### src/rtl/lockPkg.sv
package lockPkg;
  localparam int DIGIT_W   = 4;
  localparam int MAX_DIGIT = 9;

  typedef enum logic [2:0] {
    SEL_NONE,
    SEL_CLEAR,
    SEL_UNLOCK,
    SEL_LOCK,
    SEL_CHANGE,
    SEL_DIGIT
  } keySel_t;

  typedef struct packed {
    logic clearEntry;
    logic shiftDigit;
    logic storeCode;
  } entryStrobe_t;
endpackage

### src/rtl/lockCtrl.sv
module lockCtrl
  import lockPkg::*;
#(
  parameter int CODE_W = DIGIT_W
) (
  input  logic              clk,
  input  logic              rstN,
  input  logic              digitValid,
  input  logic [CODE_W-1:0] digitCode,
  input  logic              clearCmd,
  input  logic              changeCmd,
  input  logic              lockCmd,
  input  logic              unlockCmd,
  input  logic              codeMatch,
  output entryStrobe_t      strobe,
  output logic              isLocked,
  output logic              errPulse
);
  localparam logic [CODE_W-1:0] DIGIT_LIMIT = CODE_W'(MAX_DIGIT);

  keySel_t sel;
  logic lockQ, lockD;
  logic errQ, errD;

  // Fixed priority among simultaneous key events
  always_comb begin
    if (clearCmd)                                  sel = SEL_CLEAR;
    else if (unlockCmd)                            sel = SEL_UNLOCK;
    else if (lockCmd)                              sel = SEL_LOCK;
    else if (changeCmd)                            sel = SEL_CHANGE;
    else if (digitValid && digitCode <= DIGIT_LIMIT) sel = SEL_DIGIT;
    else                                           sel = SEL_NONE;
  end

  always_comb begin
    strobe = '0;
    lockD  = lockQ;
    errD   = 1'b0;
    unique case (sel)
      SEL_CLEAR:  strobe.clearEntry = 1'b1;
      SEL_UNLOCK: begin
        strobe.clearEntry = 1'b1;
        if (codeMatch) lockD = 1'b0;
        else           errD  = 1'b1;
      end
      SEL_LOCK: begin
        strobe.clearEntry = 1'b1;
        lockD             = 1'b1;
      end
      SEL_CHANGE: begin
        strobe.clearEntry = 1'b1;
        strobe.storeCode  = ~lockQ;
      end
      SEL_DIGIT:  strobe.shiftDigit = 1'b1;
      default: ;
    endcase
  end

  always_ff @(posedge clk or negedge rstN) begin
    if (!rstN) begin
      lockQ <= 1'b0;
      errQ  <= 1'b0;
    end else begin
      lockQ <= lockD;
      errQ  <= errD;
    end
  end

  assign isLocked = lockQ;
  assign errPulse = errQ;
endmodule

### src/rtl/lockData.sv
module lockData
  import lockPkg::*;
#(
  parameter int NUM_DIGITS = 4,
  parameter int CODE_W     = DIGIT_W
) (
  input  logic                         clk,
  input  logic                         rstN,
  input  entryStrobe_t                 strobe,
  input  logic [CODE_W-1:0]            digitIn,
  output logic [NUM_DIGITS*CODE_W-1:0] entryFlat,
  output logic [NUM_DIGITS*CODE_W-1:0] storedFlat,
  output logic                         codeMatch
);
  logic [CODE_W-1:0] entryQ  [NUM_DIGITS];
  logic [CODE_W-1:0] storedQ [NUM_DIGITS];
  logic [NUM_DIGITS-1:0] digitEq;

  for (genvar i = 0; i < NUM_DIGITS; i++) begin : g_digit
    logic [CODE_W-1:0] shiftSrc;
    if (i == 0) begin : g_right
      assign shiftSrc = digitIn;
    end else begin : g_inner
      assign shiftSrc = entryQ[i-1];
    end

    always_ff @(posedge clk or negedge rstN) begin
      if (!rstN)                   entryQ[i] <= '0;
      else if (strobe.clearEntry)  entryQ[i] <= '0;
      else if (strobe.shiftDigit)  entryQ[i] <= shiftSrc;
    end

    always_ff @(posedge clk or negedge rstN) begin
      if (!rstN)                  storedQ[i] <= '0;
      else if (strobe.storeCode)  storedQ[i] <= entryQ[i];
    end

    assign digitEq[i] = (entryQ[i] == storedQ[i]);
    assign entryFlat[i*CODE_W +: CODE_W]  = entryQ[i];
    assign storedFlat[i*CODE_W +: CODE_W] = storedQ[i];
  end

  assign codeMatch = &digitEq;
endmodule

### src/rtl/comboLockCore.sv
module comboLockCore
  import lockPkg::*;
#(
  parameter int NUM_DIGITS = 4,
  parameter int CODE_W     = DIGIT_W
) (
  input  logic                         clk,
  input  logic                         rstN,
  input  logic                         digitValid,
  input  logic [CODE_W-1:0]            digitCode,
  input  logic                         clearCmd,
  input  logic                         changeCmd,
  input  logic                         lockCmd,
  input  logic                         unlockCmd,
  output logic                         isLocked,
  output logic                         errPulse,
  output logic [NUM_DIGITS*CODE_W-1:0] entryDigits
);
  entryStrobe_t strobe;
  logic codeMatch;
  logic [NUM_DIGITS*CODE_W-1:0] storedFlat;

  lockCtrl #(.CODE_W(CODE_W)) uCtrl (
    .clk(clk), .rstN(rstN),
    .digitValid(digitValid), .digitCode(digitCode),
    .clearCmd(clearCmd), .changeCmd(changeCmd),
    .lockCmd(lockCmd), .unlockCmd(unlockCmd),
    .codeMatch(codeMatch), .strobe(strobe),
    .isLocked(isLocked), .errPulse(errPulse)
  );

  lockData #(.NUM_DIGITS(NUM_DIGITS), .CODE_W(CODE_W)) uData (
    .clk(clk), .rstN(rstN),
    .strobe(strobe), .digitIn(digitCode),
    .entryFlat(entryDigits), .storedFlat(storedFlat),
    .codeMatch(codeMatch)
  );
endmodule

### config.mk
export PLATFORM = sky130hd
export DESIGN_NAME = comboLockCore
export DESIGN_NICKNAME = d
export VERILOG_FILES = /design/src/rtl/lockPkg.sv /design/src/rtl/lockCtrl.sv /design/src/rtl/lockData.sv /design/src/rtl/comboLockCore.sv
export SDC_FILE = /design/constraint.sdc
export NUM_CORES = 1
export LEC_CHECK = 0
export ABC_AREA = 1
export BUFFER_PORTS_ARGS = -buffer_cell sky130_fd_sc_hd__buf_2
export CAP_MARGIN = 20
export CORE_MARGIN = 2
export CORE_UTILIZATION = 54
export CTS_CLUSTER_SIZE = 30
export DETAILED_ROUTE_END_ITERATION = 7
export PLACE_DENSITY = 0.83
export SYNTH_ARGS = -nofsm -noshare
export SYNTH_HDL_FRONTEND = slang
export SYNTH_SLANG_ARGS = --single-unit
export TNS_END_PERCENT = 1
### constraint.sdc
create_clock -name clk -period 1.4 [get_ports clk]
set_input_delay 0.28 -clock clk [delete_from_list [all_inputs] [get_ports clk]]
set_output_delay 0.28 -clock clk [all_outputs]
set_load 0.03 [all_outputs]
; ---- Word level (Yosys, flattened, before mapping)
; Cells that the tools add are included.
[totals]
elab_cells = 48
register_bits = 34
output_inout_bits = 18
input_bits = 11
[classes]
n_eq_ne = 10
n_lt_le_gt_ge = 1
reduce_logical = 6
mux = 20
bitwise = 1
[op_table]
columns = cell, count
row1 = $mux W4, 8
row2 = $eq A4 B4 Y1, 4
row3 = $mux W3, 5
row4 = $eq A3 B2 Y1 const B, 2
row5 = $eq A3 B3 Y1 const B, 2
row6 = $mux W1, 6
row7 = $le A4 B4 Y1 const B, 1
row8 = $reduce_and A4 Y1, 1
row9 = $reduce_bool A2 Y1, 2
row10 = $reduce_or A4 Y1, 1
row11 = $eq A3 B1 Y1 const B, 1
row12 = $ne A2 B2 Y1 const B, 1
row13 = $pmux W1 S2, 1
row14 = $reduce_and A2 Y1, 1
row15 = $logic_and A1 B1 Y1, 1
row16 = $not A1 Y1, 1

; ---- Depth between registers and ports, before layout
[depth]
depth_word = 11
depth_mapped = 9
ltp_nobuf = 9

; ---- Modules after synthesis
; A second synthesis with hierarchy kept.
[hier_totals]
hier_cells = 184
hier_area_um2 = 1630.3
[by_module_without_submodules]
columns = mod, n_inst, cells_each, area_per_inst_um2, seq_area_each_um2
row1 = lockData, 1, 159, 1472.7, 800.8
row2 = lockCtrl, 1, 25, 157.7, 50.0

; ---- Least setup slack after synthesis
; OpenSTA, ideal clock, no wires.
[synth_path]
path_kind = register to register
from = register uData.entryQ (netlist bit uData.g_digit[1].shiftSrc[1])
to = register uCtrl.lockQ (netlist: uCtrl.isLocked)
n_path_buf = 0
stages_incl_launch_ff = 10
required_time_ns = 1.282
period_less_slack_ns = 1.262
arrival_ns = 1.144
setup_ns = 0.118
slack_ns = 0.138
path_cell_list = dfrtp_1 > inv_1 > nand2_1 > nand2_1 > nor2_1 > nand2_1 > nor2_1 > nand3_1 > nand2_1 > nand2_1
[synth_between]
elab_chain_len = 4
[synth_lines]
columns = element, line
row1 = start: declaration, lockData.sv:15  ; logic [CODE_W-1:0] entryQ [NUM_DIGITS];
row2 = start signal: indexed assignment, lockData.sv:30  ; else if (strobe.shiftDigit) entryQ[i] <= shiftSrc;
row3 = $eq A4 B4 Y1, lockData.sv:38  ; assign digitEq[i] = (entryQ[i] == storedQ[i]);
row4 = $reduce_and A4 Y1, lockData.sv:43  ; assign codeMatch = &digitEq;
row5 = $ne A2 B2 Y1 (no line), -
row6 = $reduce_and A2 Y1 (no line), -
row7 = end signal: assignment, lockCtrl.sv:64  ; lockQ <= lockD;
row8 = end: declaration, lockCtrl.sv:22  ; logic lockQ, lockD;
; Every way passes these cells.
; A chain may end at the register's enable or synchronous reset.

; ---- Worst setup path after layout
[layout_path]
from = register uData.entryQ (netlist bit uData.g_digit[3].shiftSrc[3])
to = output port entryDigits[11]
[layout_lines]
columns = element, line
row1 = end: declaration, comboLockCore.sv:17  ; output logic [NUM_DIGITS*CODE_W-1:0] entryDigits
; No word-level cell between the ends.

==> metrics.txt <==
mean routed wirelength per cell=11.2 um; number of buffers between clock root and the deepest sink=2; total overflow reported by the global router=0; all-layer global routing usage=21.1%; Initial Util=58.0%; Slew @ Worst Pin=0.537 ns; Crit Path Max Fanout=5; power density over the cells=1100 nW/um^2; static leakage=roughly 1 nW; share of final-layout standard cells stronger than drive strength 1=about 16%; synthesized cell area=1630 um^2; largest net degree at the start of global routing=33; Final GP Congestion=0.856; DRC violation total after the first TritonRoute iteration=48; final critical path time including I/O delays and setup=1.28 ns; core area=2810 um^2; remaining antenna violation count after routing=0; max-slew violation total from the final report=0; outcome=complete, but fails checks; Die X=58.9 um; buffers added on ports=28; total half-perimeter wirelength after legalization and detailed placement=2170 um; CTS clk-pin slew, worst paths=0.10 ns; worst-skew pair later-pin latency=0.33 ns; violated checks=DRC; end-of-flow core utilization=67.2%; warning count from the yosys run=0; PnR Total Power=0.00207 W; number of antenna violations at the first check in global routing=0; vias per cell=about 4.9; Filler cells=253; FFs w/ async S/R, synth=100%; kind of cell adding the most delay to the critical path=flip-flops; Syn Nets=around 230; Post-synth top flop=dfrtp_1; via count of the first global-routing pass=roughly 1300; Synth Instances=218; critical setup path kind=reg2out; RSZ-0062 raised after global routing=false; clock root buffer master=clkbuf_4; total die area=3470 um^2; fin area=1880 um^2; TritonCTS clock tree=yes; area growth from synthesis to layout=15.8%; delay of the slowest cell on the worst path=0.44 ns; critical path arrival=1.00 ns; Hold Path Class=in2reg; Worst Hold Margin=0.164 ns; cell type of the slowest stage on the worst timing path=dfrtp_1; top cells by area, synth=dfrtp_1 (52%), nand2_1 (20%), o21ai_0 (8.6%); post-synthesis cell type with the largest combined area=dfrtp_1; wire length after detailed routing=3160 um; clock sinks=34; maximum level of the CTS H-tree=2; Pre-antenna DRT Iters=6; data required time of the worst path=1.12 ns; Post-Place Worst Slack=-0.0646 ns; Post-synth EDFFs=0; crit path cell chain=buf_2; Die Ht=58.9 um; first-pass GRT wire length=~5400 um; Ports=29; most frequently used cell type in the post-synthesis netlist=nand2_1; commonest cells in the netlist=nand2_1 (87), inv_1 (36), dfrtp_1 (34); vias after detailed routing=between 1000 and 1500; number of cell rows=19; antenna diode count=0; Clock Skews=between 0.003 and 0.004 ns; Worst setup EP type=output port; area fraction of the dominant cell type after synthesis=52.3%; final-stage net count=262; count of maximum capacitance violations=0; IR drop worst, VDD=0.743 mV; total setup violations reported at the end of the flow=0; Worst slew margin=64.2%; Residual DRC=3; CP startpoint kind=flip-flop; hold violation count in the final report=0; fmax=roughly 780 MHz; per-instance average area after synthesis=7.47 um^2; post-CTS setup-driven buffer insertion count=0; number of distinct library cell variants in the gate-level netlist after synthesis=16; Period Utilization, post-route=91.4%; fraction of the yosys area taken by sequential cells=a little over half; instance area at placement=1810 um^2; Buffers & Inverters on Critical Path=1; final critical-path setup slack=about 0.12 ns; TritonCTS buffer count=5; post-synthesis sequential element count=34
registers in the layout, indices dropped and copies added (netlist names):
signal                  flops
uCtrl.errPulse              1
uData.entryFlat             4
uCtrl.isLocked              1
uData.storedFlat           16
uData.g_digit.shiftSrc     12
where the power goes:
part           switching [W]  total (W)  internal (W)
Sequential         0.0000627    0.00116       0.00110
Clock               0.000334   0.000576      0.000241
Combinational       0.000202   0.000336      0.000134
layout make-up:
type	instances	area, um^2	area share, %
flip-flops and latches	34	851	45.2
multi-input cells	142	598	31.7
repair buffers	32	198	10.5
inverters	36	135	7.17
clock buffers	6	51.3	2.72
well taps	31	38.8	2.06
clock inverters	2	12.5	0.664
cell families after synthesis:
kind of cell           Yosys count  share of synthesized area (%)
AND/OR/NAND/NOR                106                           25.3
buffers and inverters           42                           11.1
AO/OA/AOI/OAI                   35                           10.8
flip-flops                      34                           52.3
XOR/XNOR                         1                          0.538
through the flow:
stage          TNS, ns  instances
2_1_floorplan        0        218
3_3_place_gp   -0.0421        274
3_5_place_dp    -0.554        274
4_1_cts              0        283
5_1_grt              0        283
6_report             0        283
placed cells by master, fill, tap and decap left out:
master          n
nor2_1         13
nand2_1        87
clkbuf_8        1
clkbuf_4        5
clkinvlp_4      1
o21ai_1         5
nor2_2          1
nand4_1         1
xor2_1          1
and3_1          1
nor3_2          1
buf_4           1
a21oi_1         2
dfrtp_1        34
o21ai_0        28
buf_2          28
buf_12          2
nand3_1         2
dlygate4sd3_1   1
inv_1          36
clkinv_2        1
final timing paths:
path | from | to | slack [ns] | depth (start not counted)
setup / recovery | uData.g_digit[3].shiftSrc[3]$_DFFE_PN0P_ | entryDigits[11] | 0.12 | 1
hold / removal | digitCode[0] | uData.g_digit[1].shiftSrc[0]$_DFFE_PN0P_ | 0.16 | 3
setup reg to reg | uData.g_digit[3].shiftSrc[3]$_DFFE_PN0P_ | uCtrl.isLocked$_DFFE_PN0P_ | 0.18 | 9
hold reg to reg | uCtrl.isLocked$_DFFE_PN0P_ | uCtrl.isLocked$_DFFE_PN0P_ | 0.53 | 2
max in group asynchronous | rstN | uData.storedFlat[6]$_DFFE_PN0P_ | 0.56 | 3
min in group asynchronous | rstN | uData.storedFlat[14]$_DFFE_PN0P_ | 0.41 | 2
routing by layer:
metal | GRT usage, % | routed length (um) | vias to the layer above
met1 | 26.7 | 1500 | 634
met4 | 6.17 | 22 | 0
met5 | 0 | 0 | -
met2 | 34.6 | 1540 | 25
met3 | 6.81 | 106 | 5
li1 | - | - | 720
repair_timing:
item | 4_1_cts | 5_1_grt
gates resized for setup | 0 | 1
endpoints found under the hold margin | 16 | 0
hold buffers | 1 | 0
setup endpoints to repair | 0 | 1
Power figures use the tool's default switching activity.
